### src/rtl/qdac_pkg.sv
package qdac_pkg;
  parameter int CODE_W   = 12;
  parameter int SEG_W    = 3;
  parameter int NARROW_W = 8;
  localparam int THERM_W = (1 << SEG_W) - 1;
  localparam int LOW_W   = CODE_W - SEG_W;
  localparam int NIB_W   = CODE_W - NARROW_W;
  localparam logic [CODE_W-1:0] MID_CODE = {1'b1, {(CODE_W-1){1'b0}}};

  function automatic logic [THERM_W-1:0] seg_encode(input logic [SEG_W-1:0] v);
    logic [THERM_W-1:0] t;
    for (int i = 0; i < THERM_W; i++) t[i] = (i < int'(v));
    return t;
  endfunction

  function automatic logic [SEG_W-1:0] seg_count(input logic [THERM_W-1:0] t);
    logic [SEG_W-1:0] n;
    n = '0;
    for (int i = 0; i < THERM_W; i++) n = n + SEG_W'(t[i]);
    return n;
  endfunction

  function automatic logic [CODE_W-1:0] narrow_merge(input logic [CODE_W-1:0] old,
                                                     input logic [CODE_W-1:0] din);
    return {old[CODE_W-1:NIB_W], din[CODE_W-1 -: NIB_W]};
  endfunction
endpackage

### src/rtl/qdac_stage_bank.sv
module qdac_stage_bank #(
  parameter int NCH    = 4,
  parameter int CODE_W = qdac_pkg::CODE_W,
  localparam int AW    = $clog2(NCH)
) (
  input  logic              clk,
  input  logic              rst_n,
  input  logic              wr_en,
  input  logic [AW-1:0]     addr,
  input  logic              wide,
  input  logic [CODE_W-1:0] din,
  output logic [NCH*CODE_W-1:0] stage_flat
);
  import qdac_pkg::*;

  for (genvar g = 0; g < NCH; g++) begin : g_ch
    logic [CODE_W-1:0] q;
    logic              hit;
    assign hit = wr_en && (addr == AW'(g));
    always_ff @(posedge clk or negedge rst_n) begin
      if (!rst_n)      q <= MID_CODE;
      else if (hit)    q <= wide ? din : narrow_merge(q, din);
    end
    assign stage_flat[g*CODE_W +: CODE_W] = q;
  end
endmodule

### src/rtl/qdac_core_bank.sv
module qdac_core_bank #(
  parameter int NCH    = 4,
  parameter int CODE_W = qdac_pkg::CODE_W,
  localparam int TW    = qdac_pkg::THERM_W,
  localparam int LW    = qdac_pkg::LOW_W,
  localparam int SW    = qdac_pkg::SEG_W
) (
  input  logic                  clk,
  input  logic                  rst_n,
  input  logic                  load_all,
  input  logic                  clear_all,
  input  logic [NCH*CODE_W-1:0] src_flat,
  output logic [NCH*TW-1:0]     therm_flat,
  output logic [NCH*LW-1:0]     low_flat,
  output logic [NCH*CODE_W-1:0] code_flat
);
  import qdac_pkg::*;
  localparam logic [TW-1:0] MID_THERM = seg_encode(MID_CODE[CODE_W-1 -: SW]);

  for (genvar g = 0; g < NCH; g++) begin : g_ch
    logic [TW-1:0]     therm_q;
    logic [LW-1:0]     low_q;
    logic [CODE_W-1:0] src;
    assign src = src_flat[g*CODE_W +: CODE_W];
    always_ff @(posedge clk or negedge rst_n) begin
      if (!rst_n) begin
        therm_q <= MID_THERM;
        low_q   <= MID_CODE[LW-1:0];
      end else if (clear_all) begin
        therm_q <= MID_THERM;
        low_q   <= MID_CODE[LW-1:0];
      end else if (load_all) begin
        therm_q <= seg_encode(src[CODE_W-1 -: SW]);
        low_q   <= src[LW-1:0];
      end
    end
    assign therm_flat[g*TW +: TW]     = therm_q;
    assign low_flat[g*LW +: LW]       = low_q;
    assign code_flat[g*CODE_W +: CODE_W] = {seg_count(therm_q), low_q};
  end
endmodule

### src/rtl/qdac_front.sv
module qdac_front #(
  parameter int NCH    = 4,
  parameter int CODE_W = qdac_pkg::CODE_W,
  localparam int AW    = $clog2(NCH),
  localparam int TW    = qdac_pkg::THERM_W,
  localparam int LW    = qdac_pkg::LOW_W
) (
  input  logic                  clk,
  input  logic                  rst_n,
  input  logic                  cs,
  input  logic                  wr_load,
  input  logic                  wr_commit,
  input  logic [AW-1:0]         ch_addr,
  input  logic                  xfer_req,
  input  logic                  clr_req,
  input  logic                  bus_wide,
  input  logic [CODE_W-1:0]     data_in,
  output logic [NCH*TW-1:0]     seg_therm,
  output logic [NCH*LW-1:0]     low_bits,
  output logic [NCH*CODE_W-1:0] code_view
);
  logic                  stage_we;
  logic                  commit_clear;
  logic                  commit_xfer;
  logic [NCH*CODE_W-1:0] stage_flat;

  assign stage_we     = cs && wr_load;
  assign commit_clear = wr_commit && clr_req;
  assign commit_xfer  = wr_commit && xfer_req && !clr_req;

  qdac_stage_bank #(.NCH(NCH), .CODE_W(CODE_W)) u_stage (
    .clk(clk), .rst_n(rst_n), .wr_en(stage_we), .addr(ch_addr),
    .wide(bus_wide), .din(data_in), .stage_flat(stage_flat)
  );

  qdac_core_bank #(.NCH(NCH), .CODE_W(CODE_W)) u_core (
    .clk(clk), .rst_n(rst_n), .load_all(commit_xfer), .clear_all(commit_clear),
    .src_flat(stage_flat), .therm_flat(seg_therm), .low_flat(low_bits),
    .code_flat(code_view)
  );
endmodule

### config.mk
export PLATFORM = sky130hd
export DESIGN_NAME = qdac_front
export DESIGN_NICKNAME = d
export VERILOG_FILES = /design/src/rtl/qdac_pkg.sv /design/src/rtl/qdac_stage_bank.sv /design/src/rtl/qdac_core_bank.sv /design/src/rtl/qdac_front.sv
export SDC_FILE = /design/constraint.sdc
export NUM_CORES = 1
export LEC_CHECK = 0
export BUFFER_PORTS_ARGS = -buffer_cell sky130_fd_sc_hd__buf_2
export CORE_UTILIZATION = 30
export CTS_CLUSTER_SIZE = 14
export DETAILED_ROUTE_END_ITERATION = 10
export GPL_TIMING_DRIVEN = 0
export SLEW_MARGIN = 5
export SYNTH_ARGS = -nofsm -noshare
export SYNTH_HDL_FRONTEND = slang
export SYNTH_SLANG_ARGS = --single-unit
### constraint.sdc
create_clock -name clk -period 3.5 [get_ports clk]
set_input_delay 0.175 -clock clk [delete_from_list [all_inputs] [get_ports clk]]
set_output_delay 0.175 -clock clk [all_outputs]
set_load 0.03 [all_outputs]
* Word-level counts from Yosys, hierarchy flattened *
Index checks and enable logic that the tools add are counted.
Widths: inputs -> output; s select.

operators by class
  add/sub/neg operators = 24
  multipliers = 0
  div/mod/pow operators = 0
  $lt $le $gt $ge = 28
  equal/unequal tests = 3
  shift operators = 0
  muxes and demuxes = 20
  bitwise gates (word level) = 0
  reduce and logical (&&, ||, !) cells = 15

operators by type and width
  cell                count
  $mux 9              8
  $add 3x1->3         20
  $mux 7              8
  $lt 3x3->1 const A  12
  $lt 1x3->1 const A  8
  $lt 2x3->1 const A  8
  $mux 4              4
  $add 1x1->2         4
  $logic_and 1x1->1   8
  $reduce_and 2->1    4
  $eq 2x2->1 const B  2
  $eq 2x1->1 const B  1
  $logic_not 2->1     1
  $reduce_bool 2->1   1
  $logic_not 1->1     1

storage, ports and cells
  bits in registers = 112
  latch bits = 0
  RAM bits = 0
  ROM bits = 0
  logic and storage cells = 106
  memories kept = 0

* Longest topological paths before layout *
  depth in word-level cells = 6
  gate-level depth with buffers = 9
  mapped depth without buffers = 9

* Cells and area by module *
Synthesis repeated with hierarchy kept, for this count alone.

second synthesis, totals
  cell total of the unflattened synthesis = 434
  area total of the unflattened synthesis = 5408.9 um2

by module, submodules not included
  module           instances  cells each  area each (um2)
  qdac_core_bank   1          317         3393.3
  qdac_stage_bank  1          114         1993.2
  qdac_front       1          3           22.5

* Least setup slack after synthesis *
Ideal clock, no wire load.

  path type = reg2out
  start = register u_core.g_ch[2].therm_q[1]
  end = output port code_view[35]
  data arrival time = 2.913 ns
  path slack = 0.412 ns
  cell stages (with the launch flop) = 10
  path through = dfstp_2 -> ha_1 -> inv_1 -> fa_1 -> fa_1 -> inv_1 -> ha_1 -> inv_1 -> fa_1 -> xnor2_1

on the way
  cells in the longest elaborated chain, start to end = 6

RTL lines
  element                    RTL line              source
  start: declaration         qdac_core_bank.sv:21  logic [TW-1:0] therm_q;
  start signal: assignment   qdac_core_bank.sv:33  therm_q <= seg_encode(src[CODE_W-1 -: SW]);
  $add 1x1->2                qdac_pkg.sv:19        for (int i = 0; i < THERM_W; i++) n = n + SEG_W'(t[i]);
  $add 3x1->3 (5 in series)  qdac_pkg.sv:19
  end: declaration           qdac_front.sv:20      output logic [NCH*CODE_W-1:0] code_view

Every way passes these cells.

* Worst setup path in the final report *
  start = register u_core.g_ch[0].therm_q[1]
  end = output port code_view[11]

on the way
  cells in the longest elaborated chain, start to end = 6

RTL lines
  element                    RTL line
  start: declaration         qdac_core_bank.sv:21
  start signal: assignment   qdac_core_bank.sv:33
  $add 1x1->2                qdac_pkg.sv:19
  $add 3x1->3 (5 in series)  qdac_pkg.sv:19

Every way passes these cells.

==> metrics.txt <==
status complete, no violations; port buffer count 132; Synth cell types 33; ANT nets after route 0; DRC 0; TritonCTS buffer count 9; core area 16100 sq um; Worst-Margin Slew 0.689 ns; # IOs 134; Worst EP required 3.32 ns; Synth Flop Type dfrtp_1; H-Tree Level Count 3; multi-input logic area 1730 sq um; number of antenna diodes 0; Starting Density 31.2%; post-route clock skew 0.0162 ns; Detailed Route Iter0 Violations 172; FF-to-FF End u_core.g_ch[3].therm_q[6]$_DFFE_PN0P_; CP dominant cell by count fa_1; reg2reg start u_stage.g_ch[3].q[11]$_DFFE_PN1P_; EDFF count, synth 0; arrival time worst endpoint 3.10 ns; Clock Sinks 112; unrepaired setup endpoints after global routing false; R2R setup slack 2.59 ns; Tcrit/Tclk final 93.5%; Avg Inst Size Synth 12.5 sq um; CP startpoint u_core.g_ch[0].therm_q[1]$_DFFE_PN1P_; Max Slew Vio Count 0; Tmin final 3.27 ns; Leakage 3.23 nW; vias in the first global route 3555; via count 3465; Detailed Routing Iterations Pass 1 4; Final TNS setup 0 ns; share of layout cells above drive strength 1 44.0%; Peak VDD IR 0.349 mV; Final #Nets 593; DIE WIDTH 132 um; Clock Latency Late Sink 0.35 ns; hold_ws 0.143 ns; Yosys warnings 0; end-of-flow core utilization 39.2%; CTS root buf clkbuf_16; first-pass GRT wire length 20000 um; max-cap violations 0; share of the yosys chip area belonging to registers 56.2%; Netlist Area Pre-Place 5030 sq um; Overflow after GRT 0; Max Fclk 306 MHz; Mapped Nets 448; PD cells 641 nW/um^2; initial antenna violation count 0; Cells after Synth 402; Crit path largest cell delay 0.56 ns; endpoints failing setup 0; crit path max fanout 3; num rows 46; Clock transition at path regs 0.08 ns; R2R depth 2; wire per inst 16.3 um; DR vias/cell 4.51; Chip Height 132 um; Worst slew margin 52.7%; CTS tree built; final hold violation count 0; Worst Path Class, Setup reg -> out; crit path launch type register; largest net degree at the start of global routing 72; crit-path cells ha_1 -> inv_1 -> fa_1 -> fa_1 -> inv_1 -> ha_1 -> fa_1 -> xor2_1 -> buf_2; end of the critical path code_view[11]; Synth async-reset ratio 100%; post-CTS sizing 0; DIE AREA 17300 sq um; post-CTS setup buffers 0; gr usage total 15.1%; fillers 1594; Hold Path Stages 2; Area Growth Syn to Fin 25.4%; slowest CP cell dfstp_2; DRT Wirelength 12500 um; final RePlAce weighted congestion 0.834; register area 2830 sq um; Yosys reg bits 112; DP HPWL 9140 um; critical path capture point type output pin; hold crit path type in -> reg; Max Buffers Root-to-Sink 2
-- sequential cells by signal (all words and copies together), names as in the netlist --
name,cells
u_stage.g_ch.q,48
u_core.g_ch.therm_q,28
u_core.g_ch.low_q,36
-- routing by layer --
layer | vias up | part of all wire, % | track usage (%)
met3 | 4 | 5.0 | 3.90
met4 | 0 | 0.45 | 3.49
met5 | - | 0 | 0
li1 | 1629 | - | -
met1 | 1719 | 47 | 20.4
met2 | 113 | 48 | 24.1
-- Yosys cell counts (8+ instances only) --
master     n  area, sq um
a21oi_1    8         40.0
o21ai_0   16         80.1
nor2_1    24         90.1
nand2_1   21         78.8
fa_1      12          240
inv_1     38          143
mux2_4     8          120
mux2_2    24          270
ha_1      12          150
buf_4     37          278
clkbuf_1  12         45.0
a22o_1    36          315
o22ai_1    8         50.1
dfstp_2   20          526
dfrtp_1   92         2300
-- critical path, delay by kind of cell, from the launching register on --
kind	cells	cell delay, ns
flops	1	0.56
buf+inv	3	0.33
fa+ha+maj	5	1.69
xor+xnor	1	0.17
-- final cells by class --
cell class	count	share of cell area, %
plain buffers	50	5.29
clock buffers	9	3.57
clock inverters	7	1.27
inverters	38	2.26
multi-input cells	202	27.4
flip-flops and latches	112	44.8
well taps	216	4.28
repair buffers	134	11.2
-- cells by family after synthesis --
group,after synthesis,share of synthesized area [%]
mux,36,8.55
xor+xnor,4,0.696
flops,112,56.2
compound gates,78,11.3
buf+inv,88,9.47
fa+ha+maj,24,7.75
simple gates,60,6.09
-- power breakdown --
part	internal, mW	switching, mW
sequential	1.52	0.157
combinational	0.480	0.837
clock	0.562	0.486
total	2.56	1.48
-- stage by stage --
step | std cells | setup slack (ns) | total power, mW | cell area, sq um
2_1_floorplan | 402 | 0.412 | 2.64 | 5030
3_3_place_gp | 750 | 0.596 | 2.99 | 5970
3_5_place_dp | 751 | 0.556 | 3.04 | 6000
4_1_cts | 768 | 0.178 | 4.09 | 6310
5_1_grt | 768 | 0.0708 | 4.28 | 6310
6_report | 768 | 0.227 | 4.04 | 6310
-- placed cells by master, fill, tap and decap left out, drive strengths merged, types with 2 or more instances in the layout --
cell      count
a21oi         8
a22o         36
a22oi         4
buf         171
clkbuf       21
clkinv        3
clkinvlp      2
dfrtp        92
dfstp        20
fa           12
ha           12
inv          39
mux2         32
mux2i         4
nand2        21
nand3         5
nand4b        2
nor2         25
nor3b         2
o21ai        17
o22ai         8
o32a          4
xnor2         3
-- worst min path at each step --
| stage | end | startpoint | slack, ns |
|---|---|---|---|
| 6_report | u_stage.g_ch[0].q[8]$_DFFE_PN0P_ | data_in[8] | 0.14 |
| 5_1_grt | u_stage.g_ch[3].q[8]$_DFFE_PN0P_ | data_in[8] | 0.14 |
| 4_1_cts | u_stage.g_ch[0].q[8]$_DFFE_PN0P_ | data_in[8] | 0.15 |
| 3_5_place_dp | u_stage.g_ch[3].q[2]$_DFFE_PN0P_ | rst_n | 0.12 |
| 3_3_place_gp | u_stage.g_ch[2].q[1]$_DFFE_PN0P_ | u_stage.g_ch[2].q[1]$_DFFE_PN0P_ | 0.46 |
| 2_1_floorplan | u_core.g_ch[0].low_q[0]$_DFFE_PN0P_ | rst_n | -0.12 |
-- repair_timing --
item / in CTS / in global routing
hold endpoints to repair: 31 / 0
hold buffers: 1 / 0
setup endpoints to repair: 0 / 0
Power figures use the tool's default switching activity.
